File: config.mk
export PLATFORM = sky130hd
export DESIGN_NAME = alu5_core
export DESIGN_NICKNAME = d
export VERILOG_FILES = /design/src/rtl/alu5_pkg.sv /design/src/rtl/alu5_decode.sv /design/src/rtl/alu5_shifter.sv /design/src/rtl/alu5_flags.sv /design/src/rtl/alu5_core.sv
export SDC_FILE = /design/constraint.sdc
export NUM_CORES = 1
export LEC_CHECK = 0
export BUFFER_PORTS_ARGS = -buffer_cell sky130_fd_sc_hd__buf_2
export CAP_MARGIN = 30
export CORE_MARGIN = 2
export CORE_UTILIZATION = 30
export DETAILED_ROUTE_END_ITERATION = 8
export PLACE_DENSITY_LB_ADDON = 0.1
export SLEW_MARGIN = 20
export SYNTH_ARGS = -nofsm -noshare
export SYNTH_HDL_FRONTEND = slang
export SYNTH_SLANG_ARGS = --single-unit
export TNS_END_PERCENT = 50
File: constraint.sdc
create_clock -name vclk -period 3.09
set_input_delay 0.618 -clock vclk [all_inputs]
set_output_delay 0.618 -clock vclk [all_outputs]
set_load 0.03 [all_outputs]
File: src/rtl/alu5_pkg.sv
package alu5_pkg;

  localparam int OP_W = 3;

  localparam logic [OP_W-1:0] OPC_ADD   = 3'b000;
  localparam logic [OP_W-1:0] OPC_SUB   = 3'b001;
  localparam logic [OP_W-1:0] OPC_OR    = 3'b010;
  localparam logic [OP_W-1:0] OPC_NAND  = 3'b011;
  localparam logic [OP_W-1:0] OPC_SHIFT = 3'b100;

  // one enable per functional unit; at most one set at a time
  typedef struct packed {
    logic en_add;
    logic en_sub;
    logic en_or;
    logic en_nand;
    logic en_shift;
  } unit_sel_t;

endpackage

File: src/rtl/alu5_decode.sv
module alu5_decode
  import alu5_pkg::*;
(
  input  logic [OP_W-1:0] op_sel_i,
  output unit_sel_t       sel_o,
  output logic            reserved_o
);

  always_comb begin
    sel_o      = '0;
    reserved_o = 1'b0;
    case (op_sel_i)
      OPC_ADD:   sel_o.en_add   = 1'b1;
      OPC_SUB:   sel_o.en_sub   = 1'b1;
      OPC_OR:    sel_o.en_or    = 1'b1;
      OPC_NAND:  sel_o.en_nand  = 1'b1;
      OPC_SHIFT: sel_o.en_shift = 1'b1;
      default:   reserved_o     = 1'b1;
    endcase
  end

  always_comb begin
    AST_UNIT_ONEHOT: assert ($onehot0(sel_o)) else $error("unit select not one-hot");
    if (reserved_o) begin
      AST_RESERVED_NO_UNIT: assert (sel_o == '0) else $error("reserved code enabled a unit");
    end
  end

endmodule

File: src/rtl/alu5_shifter.sv
module alu5_shifter #(
  parameter int WIDTH = 8,
  parameter int AMT_W = 2
) (
  input  logic [WIDTH-1:0] data_i,
  input  logic [AMT_W-1:0] amount_i,
  input  logic             left_i,
  output logic [WIDTH-1:0] data_o
);

  localparam int NSTAGE = AMT_W;

  logic [WIDTH-1:0] stage_val [0:NSTAGE];

  assign stage_val[0] = data_i;

  // layer i moves by 2**i places when amount bit i is set
  for (genvar i = 0; i < NSTAGE; i++) begin : g_layer
    localparam int STEP = 1 << i;
    logic [WIDTH-1:0] moved;
    assign moved          = left_i ? (stage_val[i] << STEP) : (stage_val[i] >> STEP);
    assign stage_val[i+1] = amount_i[i] ? moved : stage_val[i];
  end

  assign data_o = stage_val[NSTAGE];

  always_comb begin
    AST_SHIFT_NO_NEW_ONES: assert ($countones(data_o) <= $countones(data_i))
      else $error("shift created set bits");
    if (amount_i == '0) begin
      AST_SHIFT_ZERO_PASS: assert (data_o == data_i)
        else $error("zero-distance shift altered data");
    end
  end

endmodule

File: src/rtl/alu5_flags.sv
module alu5_flags #(
  parameter int WIDTH = 8
) (
  input  logic [WIDTH-1:0] value_i,
  output logic             zero_o,
  output logic             neg_o
);

  assign zero_o = ~|value_i;
  assign neg_o  = value_i[WIDTH-1];

  always_comb begin
    if (zero_o) begin
      AST_ZERO_NOT_NEG: assert (!neg_o) else $error("zero and negative both set");
    end
  end

endmodule

File: src/rtl/alu5_core.sv
module alu5_core
  import alu5_pkg::*;
#(
  parameter int WIDTH = 8,
  parameter int AMT_W = 2
) (
  input  logic [WIDTH-1:0] opnd_a,
  input  logic [WIDTH-1:0] opnd_b,
  input  logic [OP_W-1:0]  op_sel,
  output logic [WIDTH-1:0] result,
  output logic             zero_flag,
  output logic             neg_flag
);

  localparam int DIR_BIT = AMT_W;

  function automatic logic [WIDTH-1:0] f_add(input logic [WIDTH-1:0] x, input logic [WIDTH-1:0] y);
    return x + y;
  endfunction

  function automatic logic [WIDTH-1:0] f_sub(input logic [WIDTH-1:0] x, input logic [WIDTH-1:0] y);
    return x + ~y + 1'b1;
  endfunction

  function automatic logic [WIDTH-1:0] f_nand(input logic [WIDTH-1:0] x, input logic [WIDTH-1:0] y);
    return ~(x & y);
  endfunction

  unit_sel_t        sel;
  logic             reserved_op;
  logic [WIDTH-1:0] sum_val;
  logic [WIDTH-1:0] diff_val;
  logic [WIDTH-1:0] or_val;
  logic [WIDTH-1:0] nand_val;
  logic [WIDTH-1:0] shift_val;
  logic [WIDTH-1:0] res_val;

  alu5_decode u_decode (
    .op_sel_i   (op_sel),
    .sel_o      (sel),
    .reserved_o (reserved_op)
  );

  assign sum_val  = f_add(opnd_a, opnd_b);
  assign diff_val = f_sub(opnd_a, opnd_b);
  assign or_val   = opnd_a | opnd_b;
  assign nand_val = f_nand(opnd_a, opnd_b);

  alu5_shifter #(
    .WIDTH (WIDTH),
    .AMT_W (AMT_W)
  ) u_shifter (
    .data_i   (opnd_a),
    .amount_i (opnd_b[AMT_W-1:0]),
    .left_i   (opnd_b[DIR_BIT]),
    .data_o   (shift_val)
  );

  // AND-OR select: no unit enabled (reserved code) leaves zero
  assign res_val = ({WIDTH{sel.en_add}}   & sum_val)
                 | ({WIDTH{sel.en_sub}}   & diff_val)
                 | ({WIDTH{sel.en_or}}    & or_val)
                 | ({WIDTH{sel.en_nand}}  & nand_val)
                 | ({WIDTH{sel.en_shift}} & shift_val);

  assign result = res_val;

  alu5_flags #(
    .WIDTH (WIDTH)
  ) u_flags (
    .value_i (res_val),
    .zero_o  (zero_flag),
    .neg_o   (neg_flag)
  );

  always_comb begin
    if (reserved_op) begin
      AST_RESERVED_ZERO: assert (result == '0 && zero_flag && !neg_flag)
        else $error("reserved code gave nonzero output");
    end
    if (sel.en_or) begin
      AST_OR_COVERS_A: assert ((result & opnd_a) == opnd_a)
        else $error("OR lost operand bits");
    end
  end

endmodule

# Word level (Yosys, flattened, before mapping)
# Index checks and enable logic that the tools add are counted.
[classes]
n_addsub = 3
eq_ne = 4
muxes = 9
bitwise_logic = 13
reduce_logical = 3
[ops]
columns = ["cell", "n"]
rows = [
  ["$and A8 B8 Y8", 6],
  ["$or A8 B8 Y8", 5],
  ["$mux W8", 4],
  ["$add A8 B8 Y8", 2],
  ["$not A8 Y8", 2],
  ["$add A8 B1 Y8 const B", 1],
  ["$reduce_or A8 Y1", 1],
  ["$eq A3 B2 Y1 const B", 2],
  ["$mux W1", 5],
  ["$eq A3 B1 Y1 const B", 1],
  ["$eq A3 B3 Y1 const B", 1],
  ["$logic_not A3 Y1", 1],
  ["$logic_not A1 Y1", 1],
]
[totals]
register_bits = 0
inputBits = 19
word_cells = 32

# Longest topological paths before layout
# Gate-level depths: netlist of the first run.
[depth]
depth_word = 10
ltp_mapped = 10
depth_no_buf = 9

# By module
# From an unflattened synthesis of the first run, not the netlist that was laid out.
[hier_totals]
cells_unflattened = 193
hier_area_um2 = 1412.6
[modules_own_cells]
columns = ["mod", "instances", "cells_each", "area_per_inst_um2", "seq_area_each_um2"]
rows = [
  ["alu5_core", 1, 129, 915.9, 0.0],
  ["alu5_shifter", 1, 54, 425.4, 0.0],
  ["alu5_decode", 1, 6, 45.0, 0.0],
  ["alu5_flags", 1, 4, 26.3, 0.0],
]

# Worst setup path after synthesis of the first run
# Ideal clock, no wire load.
[synth_path]
path_kind = "in2out"
from = "in opnd_b[2]"
to = "out zero_flag"
t_arrival_ns = 3.154
t_required_ns = 2.472
path_slack_ns = -0.682
stages = 10
path_cell_list = "buf_6 > buf_8 > inv_1 > ha_1 > a211oi_1 > o21ba_2 > o41a_1 > o221ai_1 > nand4bb_2 > nor4_2"
[synth_via]
elab_chain_len = 10
[synth_lines]
columns = ["item", "line", "source"]
rows = [
  ["from (decl)", "alu5_core.sv:8", "input logic [WIDTH-1:0] opnd_b,"],
  ["$not A8 Y8", "alu5_core.sv:22", "return x + ~y + 1'b1;"],
  ["$add A8 B8 Y8", "alu5_core.sv:22", ""],
  ["$add A8 B1 Y8", "alu5_core.sv:22", ""],
  ["$and A8 B8 Y8", "alu5_core.sv:61", "| ({WIDTH{sel.en_sub}} & diff_val)"],
  ["$or A8 B8 Y8", "alu5_core.sv:61", ""],
  ["$or A8 B8 Y8", "alu5_core.sv:62", "| ({WIDTH{sel.en_or}} & or_val)"],
  ["$or A8 B8 Y8", "alu5_core.sv:63", "| ({WIDTH{sel.en_nand}} & nand_val)"],
  ["$or A8 B8 Y8 (*)", "alu5_core.sv:64", "| ({WIDTH{sel.en_shift}} & shift_val);"],
  ["named net result[4]", "alu5_core.sv:10", "output logic [WIDTH-1:0] result,"],
  ["$reduce_or A8 Y1 (*)", "alu5_flags.sv:9", "assign zero_o = ~|value_i;"],
  ["$logic_not A1 Y1 (*)", "alu5_flags.sv:9", ""],
  ["to (decl)", "alu5_core.sv:11", "output logic zero_flag,"],
]
# The timed path passes the listed nets; every way through them passes the cells marked *.

# Worst setup path in the final report of the first run
[layout_path]
from = "in opnd_a[0]"
to = "out zero_flag"
[layout_via]
elab_chain_len = 9
[layout_lines]
columns = ["item", "line", "source"]
rows = [
  ["from (decl)", "alu5_core.sv:7", "input logic [WIDTH-1:0] opnd_a,"],
  ["$add A8 B8 Y8", "alu5_core.sv:22", ""],
  ["$add A8 B1 Y8", "alu5_core.sv:22", ""],
  ["$and A8 B8 Y8", "alu5_core.sv:61", ""],
  ["$or A8 B8 Y8", "alu5_core.sv:61", ""],
  ["$or A8 B8 Y8", "alu5_core.sv:62", ""],
  ["$or A8 B8 Y8", "alu5_core.sv:63", ""],
  ["$or A8 B8 Y8 (*)", "alu5_core.sv:64", ""],
  ["$reduce_or A8 Y1 (*)", "alu5_flags.sv:9", ""],
  ["$logic_not A1 Y1 (*)", "alu5_flags.sv:9", ""],
]
# Mark *: on every way between the ends. The rest lies on a longest branch, timed or not.

==> results of run 1 <==
-- area by class of cell --
class	count	area, µm²
multi-input cells	161	1570
fillers	519	2530
repair buffers	98	776
well taps	70	87.6
inverters	21	104
-- synthesized netlist by cell type, drive strengths merged, types with 2 or more instances --
master,instances
o21a,2
or3,2
fa,2
or4,2
clkbuf,3
nor3,4
o31ai,4
o21ai,8
inv,21
nand4,2
mux2,2
nor4,2
o211ai,3
nor2,18
xnor2,3
nand2,11
a211oi,5
buf,12
and3,3
a21oi,8
mux4,4
ha,23
nand2b,4
mux2i,19
o221ai,2
nor2b,4
-- repair_timing --
item,4_1_cts,5_1_grt
gates cloned,0,0
buffers inserted,9,0
hold buffers,0,0
gates resized for setup,43,4
endpoints found under the setup margin,7,7
pin swaps,17,1
-- kinds of logic (layout without fill, tap and decap cells) --
kind of cell	count (synthesis)	in the layout	synth area share, %
buffers and inverters	36	119	11.9
adder cells (fa/ha/maj)	25	25	20.9
AND/OR/NAND/NOR	59	59	21.0
AO/OA/AOI/OAI	48	48	24.1
XOR/XNOR	4	4	2.24
multiplexers	25	25	19.8
-- worst min-delay path: cells and delay by family --
| family | cells | cell delay (ns) |
|---|---|---|
| compound gates | 1 | 0.12 |
| buf+inv | 4 | 0.58 |
-- power by group --
group	leakage [nW]	switching (W)	internal [W]
Clock	0	0	0
Sequential	0	0	0
Combinational	1.18	0.000227	0.000230
-- cells in the final DEF (no fill, tap or decap), types with 3 or more instances in the layout --
| cell type | n |
|---|---|
| a211oi_2 | 3 |
| a21oi_1 | 7 |
| buf_12 | 3 |
| buf_2 | 17 |
| buf_4 | 67 |
| buf_6 | 10 |
| ha_1 | 15 |
| ha_2 | 3 |
| ha_4 | 5 |
| inv_1 | 17 |
| mux2i_1 | 19 |
| nand2_1 | 11 |
| nand2b_1 | 4 |
| nor2_1 | 17 |
| nor2b_1 | 4 |
| o21ai_0 | 6 |
| xnor2_1 | 3 |
-- path summary, 6_finish.rpt --
path,depth (start not counted),slack (ns),from,to
worst min-delay path,5,1.93,op_sel[2],result[4]
worst max-delay path,10,-0.18,opnd_a[0],zero_flag
-- layer usage --
layer	wire [µm]	up-vias
met5	0	-
met3	74	0
li1	-	891
met4	0	0
met1	2680	802
met2	2320	23
-- metrics by stage --
step           std cells  util (%)  total power (W)  worst slack (ns)  hold WS (ns)
6_report             350      50.0         0.000458            -0.177          1.93
3_3_place_gp         341      45.5         0.000407            -0.373          1.92
2_1_floorplan        197         -         0.000257            -0.224          1.54
3_5_place_dp         341      45.5         0.000408            -0.426          1.92
5_1_grt              350      50.0         0.000497            -0.299          1.95
4_1_cts              350      49.7         0.000455            -0.187          1.92
==> tab_implementation.tex, run 1 <==
\begin{tabular}{lr}
\hline
Metric & Value \\
\hline
\multicolumn{2}{l}{\textbf{Run status}} \\
\quad Result of the run & finished with violations \\
\quad Violated checks & setup timing \\
\multicolumn{2}{l}{\textbf{Global route}} \\
\quad Largest net degree at the start of global routing & 24 \\
\quad Total global routing track utilization & 17.7\% \\
\quad Wire length of the first global-routing pass & 8.62 mm \\
\quad Number of antenna violations at the first check in global routing & 0 \\
\quad Met1 usage in global routing & 25.9\% \\
\quad GR Layer Usage met2 & 30.6\% \\
\quad Total congestion overflow & 0 \\
\quad Met3 usage in global routing & 0.474\% \\
\quad Vias in the first global route & 1,729 \\
\quad Busiest metal layer after global routing & met2 \\
\multicolumn{2}{l}{\textbf{Final layout}} \\
\quad Diodes inserted & 0 \\
\quad Register area & 0 µm² \\
\quad Ratio of cells with drive above 1 in the final layout & 48.2\% \\
\quad Signed area change from the synthesized netlist to the final layout & 62.3\% \\
\quad Fin area & 0.00254 mm² \\
\quad Net count of the finished layout & 326 \\
\quad Clock buffers & 0 \\
\quad Sequential cells & 0 \\
\multicolumn{2}{l}{\textbf{Logic synthesis}} \\
\quad Syn Std Cell Area & 0.00157 mm² \\
\quad Number of synthesis warnings & 0 \\
\quad Post-synthesis instance total & 197 \\
\quad Nets in the synthesized netlist & 241 \\
\quad Share of synthesized area occupied by flip-flops and latches & 0\% \\
\quad Largest cells by area after synthesis & ha\_1 18\%, mux2i\_1 12\%, inv\_1 5.0\% \\
\quad Area leader, netlist & ha\_1 \\
\quad Share of the synthesized area in the top cell type & 18.4\% \\
\quad Per-instance average area after synthesis & 7.95 µm² \\
\quad Unique masters post-synth & 61 \\
\multicolumn{2}{l}{\textbf{Placed design}} \\
\quad Placer's final routability congestion estimate & 0.829 \\
\quad Number of input and output port buffers inserted & 29 \\
\quad Placed Instance Area & 0.00231 mm² \\
\quad Placed wire-length estimate & 4.12 mm \\
\multicolumn{2}{l}{\textbf{Floorplan}} \\
\quad Full die area & 0.00581 mm² \\
\quad Total number of placement rows & 26 \\
\quad Number of top-level pins & 29 \\
\quad Initial cell density of the core & 30.8\% \\
\quad Horizontal die dimension & 76.2 µm \\
\quad Vertical die dimension & 76.2 µm \\
\quad CORE AREA & 0.00507 mm² \\
\multicolumn{2}{l}{\textbf{Setup path}} \\
\quad Required time worst endpoint & 2.47 ns \\
\quad Kind of end point of the critical path & output port \\
\quad Critical path, cell by cell & buf\_12 > ha\_2 > fa\_2 > a211oi\_2 > o21ba\_2 > o41a\_1 > o221ai\_4 > nand4bb\_4 > nor4\_4 > buf\_6 \\
\quad Worst path arrival time & 2.65 ns \\
\quad Kind of cell adding the most delay to the critical path & compound AO/OA/AOI/OAI gates \\
\quad Crit path buf inv count & 2 \\
\quad Critical path startpoint category & primary input \\
\quad Highest fanout seen on the critical path & 3 \\
\quad Startpoint-to-endpoint class of the critical path & primary input to output port \\
\quad Max incr delay on CP & 0.36 ns \\
\quad Critical path's slowest cell & fa\_2 \\
\multicolumn{2}{l}{\textbf{Power}} \\
\quad P per Cell Area & 180 mW/mm² \\
\quad Highest ir drop seen on vdd & 0.0690 mV \\
\quad Leakage & 1.18 nW \\
\multicolumn{2}{l}{\textbf{Timing}} \\
\quad Transition at the pin with the smallest max-transition slack & 0.588 ns \\
\quad Setup repair after global routing missed its margin & yes \\
\quad Final setup violation count & 3 \\
\quad Max-slew violations & 0 \\
\quad Time the worst path needs with I/O delays and setup & 3.27 ns \\
\quad Setup TNS after final layout & -0.251 ns \\
\quad Max-slew headroom & 60.7\% \\
\quad Hold Violations, Final & 0 \\
\quad Minimum setup slack in the final design & -0.177 ns \\
\quad Ratio of final minimum period to clock period & 106\% \\
\quad Fmax achieved & 0.306 GHz \\
\multicolumn{2}{l}{\textbf{Detailed routing}} \\
\quad DRC violation count after routing & 0 \\
\quad Detailed Route Iter0 Violations & 77 \\
\quad Antenna-violating nets left & 0 \\
\quad Average wire length per cell after detail routing & 14.5 µm \\
\quad Routed vias/inst & 4.90 \\
\quad Total Wirelength & 5.07 mm \\
\quad Pre-antenna DRT Iters & 4 \\
\quad Vias after detailed routing & 1,716 \\
\multicolumn{2}{l}{\textbf{Worst hold path}} \\
\quad Classification of the worst-slack hold path & primary input to output port \\
\multicolumn{2}{l}{\textbf{Flow run}} \\
\quad Count of maximum capacitance violations & 0 \\
\hline
\end{tabular}
Note: power is estimated with default switching activity, not from simulation.
==> run 2: changes to the inputs <==
--- a/config.mk
+++ b/config.mk
@@ -11,6 +11,7 @@
 export CORE_UTILIZATION = 30
 export DETAILED_ROUTE_END_ITERATION = 8
 export PLACE_DENSITY_LB_ADDON = 0.1
+export SKIP_LAST_GASP = 1
 export SLEW_MARGIN = 20
 export SYNTH_ARGS = -nofsm -noshare
 export SYNTH_HDL_FRONTEND = slang
==> constraint.sdc (replaced) <==
create_clock -name vclk -period 3.09
set_input_delay 0.618 -clock vclk [all_inputs]
set_output_delay 0.618 -clock vclk [all_outputs]
set_load 0.005 [all_outputs]
==> run 2 against run 1 <==
The flow still finishes with violations (setup timing). Clock-buffer cell count unchanged. First-iteration DRC count down 13%. Largest power group unchanged. Total power decreased by 19%. Die area is the same.
==> tab_implementation.tex, run 2 (synthesis gave the netlist of run 1 again) <==
\begin{tabular}{lr}
\hline
Metric & Value \\
\hline
\multicolumn{2}{l}{\textbf{Final layout}} \\
\quad Ratio of cells with drive above 1 in the final layout & 43.7\% \\
\quad Fin area & 0.00225 mm² \\
\quad Register area & 0 µm² \\
\quad Net count of the finished layout & 307 \\
\quad Final core utilization & 44.4\% \\
\quad Clock buffers & 0 \\
\quad Most used cells in the layout excluding fill and tap cells & 51 x buf\_4, 24 x buf\_2, 19 x mux2i\_1 \\
\quad Signed area change from the synthesized netlist to the final layout & 44.0\% \\
\quad Sequential cells & 0 \\
\quad Diodes inserted & 0 \\
\quad Fill count & 532 \\
\quad Most common cell after layout, fill and taps aside & buf\_4 \\
\quad Area occupied by multi-input gates & 0.00154 mm² \\
\multicolumn{2}{l}{\textbf{Run status}} \\
\quad Result of the run & finished with violations \\
\quad Violated checks & setup timing \\
\multicolumn{2}{l}{\textbf{Floorplan}} \\
\quad Vertical die dimension & 76.2 µm \\
\quad CORE AREA & 0.00507 mm² \\
\quad Initial cell density of the core & 30.8\% \\
\quad Total number of placement rows & 26 \\
\quad Horizontal die dimension & 76.2 µm \\
\quad Full die area & 0.00581 mm² \\
\quad Number of top-level pins & 29 \\
\multicolumn{2}{l}{\textbf{Global route}} \\
\quad Total congestion overflow & 0 \\
\quad Largest net degree at the start of global routing & 24 \\
\quad Vias in the first global route & 1,611 \\
\quad Number of antenna violations at the first check in global routing & 0 \\
\quad Total global routing track utilization & 16.7\% \\
\quad Wire length of the first global-routing pass & 8.10 mm \\
\multicolumn{2}{l}{\textbf{Power}} \\
\quad Total chip power & 0.000371 W \\
\quad Combinational group share of total power & 100.0\% \\
\quad Net switching component of the power & 0.000182 W \\
\quad Leakage & 1.07 nW \\
\quad Highest ir drop seen on vdd & 0.0549 mV \\
\quad Switching share of total power & 49.0\% \\
\quad Pint & 0.000189 W \\
\quad P per Cell Area & 165 mW/mm² \\
\quad Relative contribution of the clock network to total power & 0\% \\
\quad Share of power burned in registers & 0\% \\
\multicolumn{2}{l}{\textbf{Detailed routing}} \\
\quad Met2 wirelength from detailed routing & 2.37 mm \\
\quad Vias after detailed routing & 1,649 \\
\quad Top routing layer in use & met4 \\
\quad Post-route met1 wirelength & 2.31 mm \\
\quad DRC violation count after routing & 0 \\
\quad Pre-antenna DRT Iters & 4 \\
\quad Average wire length per cell after detail routing & 14.6 µm \\
\quad Antenna-violating nets left & 0 \\
\quad Met3 routed wirelength & 148 µm \\
\quad Routed vias/inst & 4.98 \\
\quad Detailed Route Iter0 Violations & 67 \\
\quad Total Wirelength & 4.85 mm \\
\multicolumn{2}{l}{\textbf{Timing}} \\
\quad Minimum setup slack in the final design & -0.169 ns \\
\quad Setup repair after global routing missed its margin & yes \\
\quad Ratio of final minimum period to clock period & 105\% \\
\quad Setup TNS after final layout & -0.244 ns \\
\quad Time the worst path needs with I/O delays and setup & 3.26 ns \\
\quad Max-slew violations & 0 \\
\quad Max-slew headroom & 73.0\% \\
\quad Fmax achieved & 0.307 GHz \\
\quad Final setup violation count & 3 \\
\quad Transition at the pin with the smallest max-transition slack & 0.394 ns \\
\quad Hold Violations, Final & 0 \\
\multicolumn{2}{l}{\textbf{Worst hold path}} \\
\quad Number of stages on the worst hold path & 4 \\
\quad Launch instance of the worst min-delay path & op\_sel[2] \\
\quad Worst Hold End & result[0] \\
\quad Classification of the worst-slack hold path & primary input to output port \\
\multicolumn{2}{l}{\textbf{Placed design}} \\
\quad Placed Instance Area & 0.00206 mm² \\
\quad Placed wire-length estimate & 3.93 mm \\
\quad Placement-stage worst setup slack & -0.315 ns \\
\quad Number of input and output port buffers inserted & 29 \\
\quad Placer's final routability congestion estimate & 0.832 \\
\multicolumn{2}{l}{\textbf{Setup path}} \\
\quad Most repeated library cell on the critical path & buf\_4 \\
\quad Crit path buf inv count & 4 \\
\quad Path length in cells of the critical path & 10 \\
\quad Critical path, cell by cell & buf\_4 > inv\_2 > buf\_4 > ha\_2 > o311a\_4 > o31ai\_4 > o211ai\_1 > or3\_4 > nor4\_4 > buf\_2 \\
\quad Worst path arrival time & 2.64 ns \\
\quad Critical path's slowest cell & or3\_4 \\
\quad Highest fanout seen on the critical path & 4 \\
\quad Required time worst endpoint & 2.47 ns \\
\quad Critical path startpoint category & primary input \\
\quad Kind of end point of the critical path & output port \\
\quad Kind of cell adding the most delay to the critical path & compound AO/OA/AOI/OAI gates \\
\quad Max incr delay on CP & 0.39 ns \\
\quad Startpoint-to-endpoint class of the critical path & primary input to output port \\
\multicolumn{2}{l}{\textbf{Flow run}} \\
\quad Count of maximum capacitance violations & 0 \\
\multicolumn{2}{l}{\textbf{Clock network}} \\
\quad Quantity of hold-fixing buffers added after cts & 0 \\
\hline
\end{tabular}
## run 2: what timing repair did
action	4_1_cts	5_1_grt
endpoints found under the setup margin	6	7
gates resized for setup	34	1
pin swaps	22	4
setup buffers	5	0
cloned	0	0
## run 2: layout make-up
cell class | count | share of cell area, %
Tap cell | 70 | 3.88
Multi-Input combinational cell | 161 | 68.1
Timing Repair Buffer | 79 | 24.5
Inverter | 21 | 3.50
## run 2: how the worst max path moves through the flow
stage | startpoint | to | slack, ns
final | opnd_b[1] | zero_flag | -0.17
after global routing | opnd_a[0] | zero_flag | -0.24
after CTS | opnd_b[0] | zero_flag | -0.17
after detailed placement | opnd_a[0] | zero_flag | -0.32
after global placement | opnd_a[0] | zero_flag | -0.34
after floorplan | opnd_b[2] | zero_flag | 0.03
## run 2: routing by layer
metal	up-vias	track usage, %
li1	850	-
met1	767	22.6
met2	30	29.9
met3	2	1.54
met4	0	1.27
met5	-	0
## run 2: power groups by stage
stage	Clock (W)	Combinational [W]	Sequential [W]
CTS	0	0.000368	0
floorplan	0	0.000199	0
global placement	0	0.000330	0
detailed placement	0	0.000326	0
finish	0	0.000371	0
global route	0	0.000408	0
## run 2: metrics by stage
| step | hold WS [ns] | std cells |
|---|---|---|
| floorplan | 1.45 | 197 |
| global placement | 1.74 | 327 |
| detailed placement | 1.72 | 327 |
| CTS | 1.75 | 331 |
| global route | 1.78 | 331 |
| finish | 1.76 | 331 |
==> run 3: changes to the inputs <==
--- a/config.mk
+++ b/config.mk
@@ -10,7 +10,7 @@
 export CORE_MARGIN = 2
 export CORE_UTILIZATION = 30
 export DETAILED_ROUTE_END_ITERATION = 8
-export PLACE_DENSITY_LB_ADDON = 0.1
+export PLACE_DENSITY = 0.48
 export SKIP_LAST_GASP = 1
 export SLEW_MARGIN = 20
 export SYNTH_ARGS = -nofsm -noshare
==> run 3 against run 2 <==
Non-clock buffer count is 21 higher. The flow still finishes with violations (setup timing). Maximum frequency is 1.9% lower. Via count is 9.6% higher. Combinational power is 8.1% higher. Clock-buffer cell count stayed put. Critical path type unchanged. Critical endpoint unchanged. Total power is 8.1% higher. Core utilization is 2.6 points higher. Global-route usage is 1.5 points higher. Sequential share of layout area stayed put.
==> tab_implementation.tex, run 3 (synthesis gave the netlist of run 1 again) <==
\begin{tabular}{lr}
\hline
Metric & Value \\
\hline
\multicolumn{2}{l}{\textbf{Final layout}} \\
\quad Most used cells in the layout excluding fill and tap cells & 70 x buf\_4, 26 x buf\_2, 19 x inv\_1, 19 x ha\_1 \\
\quad Signed area change from the synthesized netlist to the final layout & 52.6\% \\
\quad Ratio of cells with drive above 1 in the final layout & 46.8\% \\
\quad Fin area & 0.00239 mm² \\
\quad Net count of the finished layout & 328 \\
\quad Diodes inserted & 0 \\
\quad Sequential cells & 0 \\
\quad Clock buffers & 0 \\
\quad Most common cell after layout, fill and taps aside & buf\_4 \\
\quad Post-Layout Cell Count & 352 \\
\quad Register area & 0 µm² \\
\multicolumn{2}{l}{\textbf{Global route}} \\
\quad Largest net degree at the start of global routing & 24 \\
\quad Number of antenna violations at the first check in global routing & 0 \\
\quad Total global routing track utilization & 18.2\% \\
\quad Vias in the first global route & 1,813 \\
\quad Wire length of the first global-routing pass & 8.88 mm \\
\quad Total congestion overflow & 0 \\
\multicolumn{2}{l}{\textbf{Setup path}} \\
\quad Worst path arrival time & 2.70 ns \\
\quad First element of the critical path & opnd\_a[1] \\
\quad Required time worst endpoint & 2.47 ns \\
\quad Highest fanout seen on the critical path & 3 \\
\quad Critical path startpoint category & primary input \\
\quad Kind of end point of the critical path & output port \\
\quad Startpoint-to-endpoint class of the critical path & primary input to output port \\
\multicolumn{2}{l}{\textbf{Worst hold path}} \\
\quad Classification of the worst-slack hold path & primary input to output port \\
\quad Launch instance of the worst min-delay path & op\_sel[2] \\
\multicolumn{2}{l}{\textbf{Floorplan}} \\
\quad Number of top-level pins & 29 \\
\quad Vertical die dimension & 76.2 µm \\
\quad Total number of placement rows & 26 \\
\quad CORE AREA & 0.00507 mm² \\
\quad Initial cell density of the core & 30.8\% \\
\quad Horizontal die dimension & 76.2 µm \\
\quad Full die area & 0.00581 mm² \\
\multicolumn{2}{l}{\textbf{Power}} \\
\quad P per Cell Area & 168 mW/mm² \\
\quad Highest ir drop seen on vdd & 0.0520 mV \\
\quad Leakage & 1.17 nW \\
\multicolumn{2}{l}{\textbf{Placed design}} \\
\quad Total instance count after detailed placement & 345 \\
\quad Number of input and output port buffers inserted & 29 \\
\quad Placed Instance Area & 0.00220 mm² \\
\quad Placed wire-length estimate & 4.20 mm \\
\quad Placer's final routability congestion estimate & 0.901 \\
\quad Placement-stage worst setup slack & -0.328 ns \\
\multicolumn{2}{l}{\textbf{Timing}} \\
\quad Final setup violation count & 3 \\
\quad Hold Violations, Final & 0 \\
\quad Setup TNS after final layout & -0.482 ns \\
\quad Fmax achieved & 0.301 GHz \\
\quad Setup repair after global routing missed its margin & yes \\
\quad Max-slew headroom & 66.0\% \\
\quad Minimum setup slack in the final design & -0.232 ns \\
\quad Time the worst path needs with I/O delays and setup & 3.32 ns \\
\quad Transition at the pin with the smallest max-transition slack & 0.509 ns \\
\quad Max-slew violations & 0 \\
\quad Ratio of final minimum period to clock period & 107\% \\
\quad Post-route worst hold slack & 1.78 ns \\
\multicolumn{2}{l}{\textbf{Run status}} \\
\quad Violated checks & setup timing \\
\quad Result of the run & finished with violations \\
\multicolumn{2}{l}{\textbf{Detailed routing}} \\
\quad DRC violation count after routing & 0 \\
\quad Antenna-violating nets left & 0 \\
\quad Average wire length per cell after detail routing & 14.9 µm \\
\quad Pre-antenna DRT Iters & 4 \\
\quad Detailed Route Iter0 Violations & 85 \\
\quad Routed vias/inst & 5.13 \\
\quad Total Wirelength & 5.26 mm \\
\quad Vias after detailed routing & 1,807 \\
\multicolumn{2}{l}{\textbf{Flow run}} \\
\quad Count of maximum capacitance violations & 0 \\
\multicolumn{2}{l}{\textbf{Clock network}} \\
\quad Quantity of hold-fixing buffers added after cts & 0 \\
\hline
\end{tabular}
## run 3: cell types whose count changed in the layout (fill, tap and decap cells not counted), sizes merged
cell / delta
buf: +21
## run 3: final cells by class
| cell class | count | area, µm² |
|---|---|---|
| Fill cell | 524 | 2690 |
| Multi-Input combinational cell | 161 | 1520 |
| Timing Repair Buffer | 100 | 704 |
| Tap cell | 70 | 87.6 |
| Inverter | 21 | 81.3 |
## run 3: repair_timing
item                                    CTS  global route
endpoints found under the setup margin    3             8
gates cloned                              0             0
setup buffers                             6             1
gates resized for setup                  25             4
pin swaps                                16             9
endpoints found under the hold margin     0             0
## run 3: stage by stage
step                      power, W  utilization [%]
after CTS                 0.000389             46.4
after floorplan           0.000199                -
after detailed placement  0.000352             43.3
after global placement    0.000352             43.3
after global routing      0.000438             47.1
final                     0.000401             47.1
## run 3: metal layers
metal | GRT usage (%) | wire length, µm | vias up
met5 | 0 | 0 | -
met4 | 0.909 | 27 | 0
met3 | 1.07 | 171 | 4
met2 | 33.0 | 2570 | 44
met1 | 24.9 | 2490 | 864
li1 | - | - | 895
## run 3: worst paths after layout
kind | to | slack [ns] | depth (start not counted)
setup / recovery | zero_flag | -0.23 | 11
hold / removal | result[0] | 1.78 | 4
## run 3: critical path, cell delays in order
cell       delay, ns
buf_6           0.10
buf_4           0.14
fa_2            0.41
mux2i_2         0.19
xnor2_1         0.18
o221ai_2        0.17
nor3_2          0.20
buf_4           0.15
nand4bb_4       0.13
nor4_4          0.26
buf_2           0.16
## run 3: power by group
group	total, W	switching, W	leakage, nW	internal [W]
Clock	0	0	0	0
Combinational	0.000401	0.000191	1.17	0.000210
Sequential	0	0	0	0
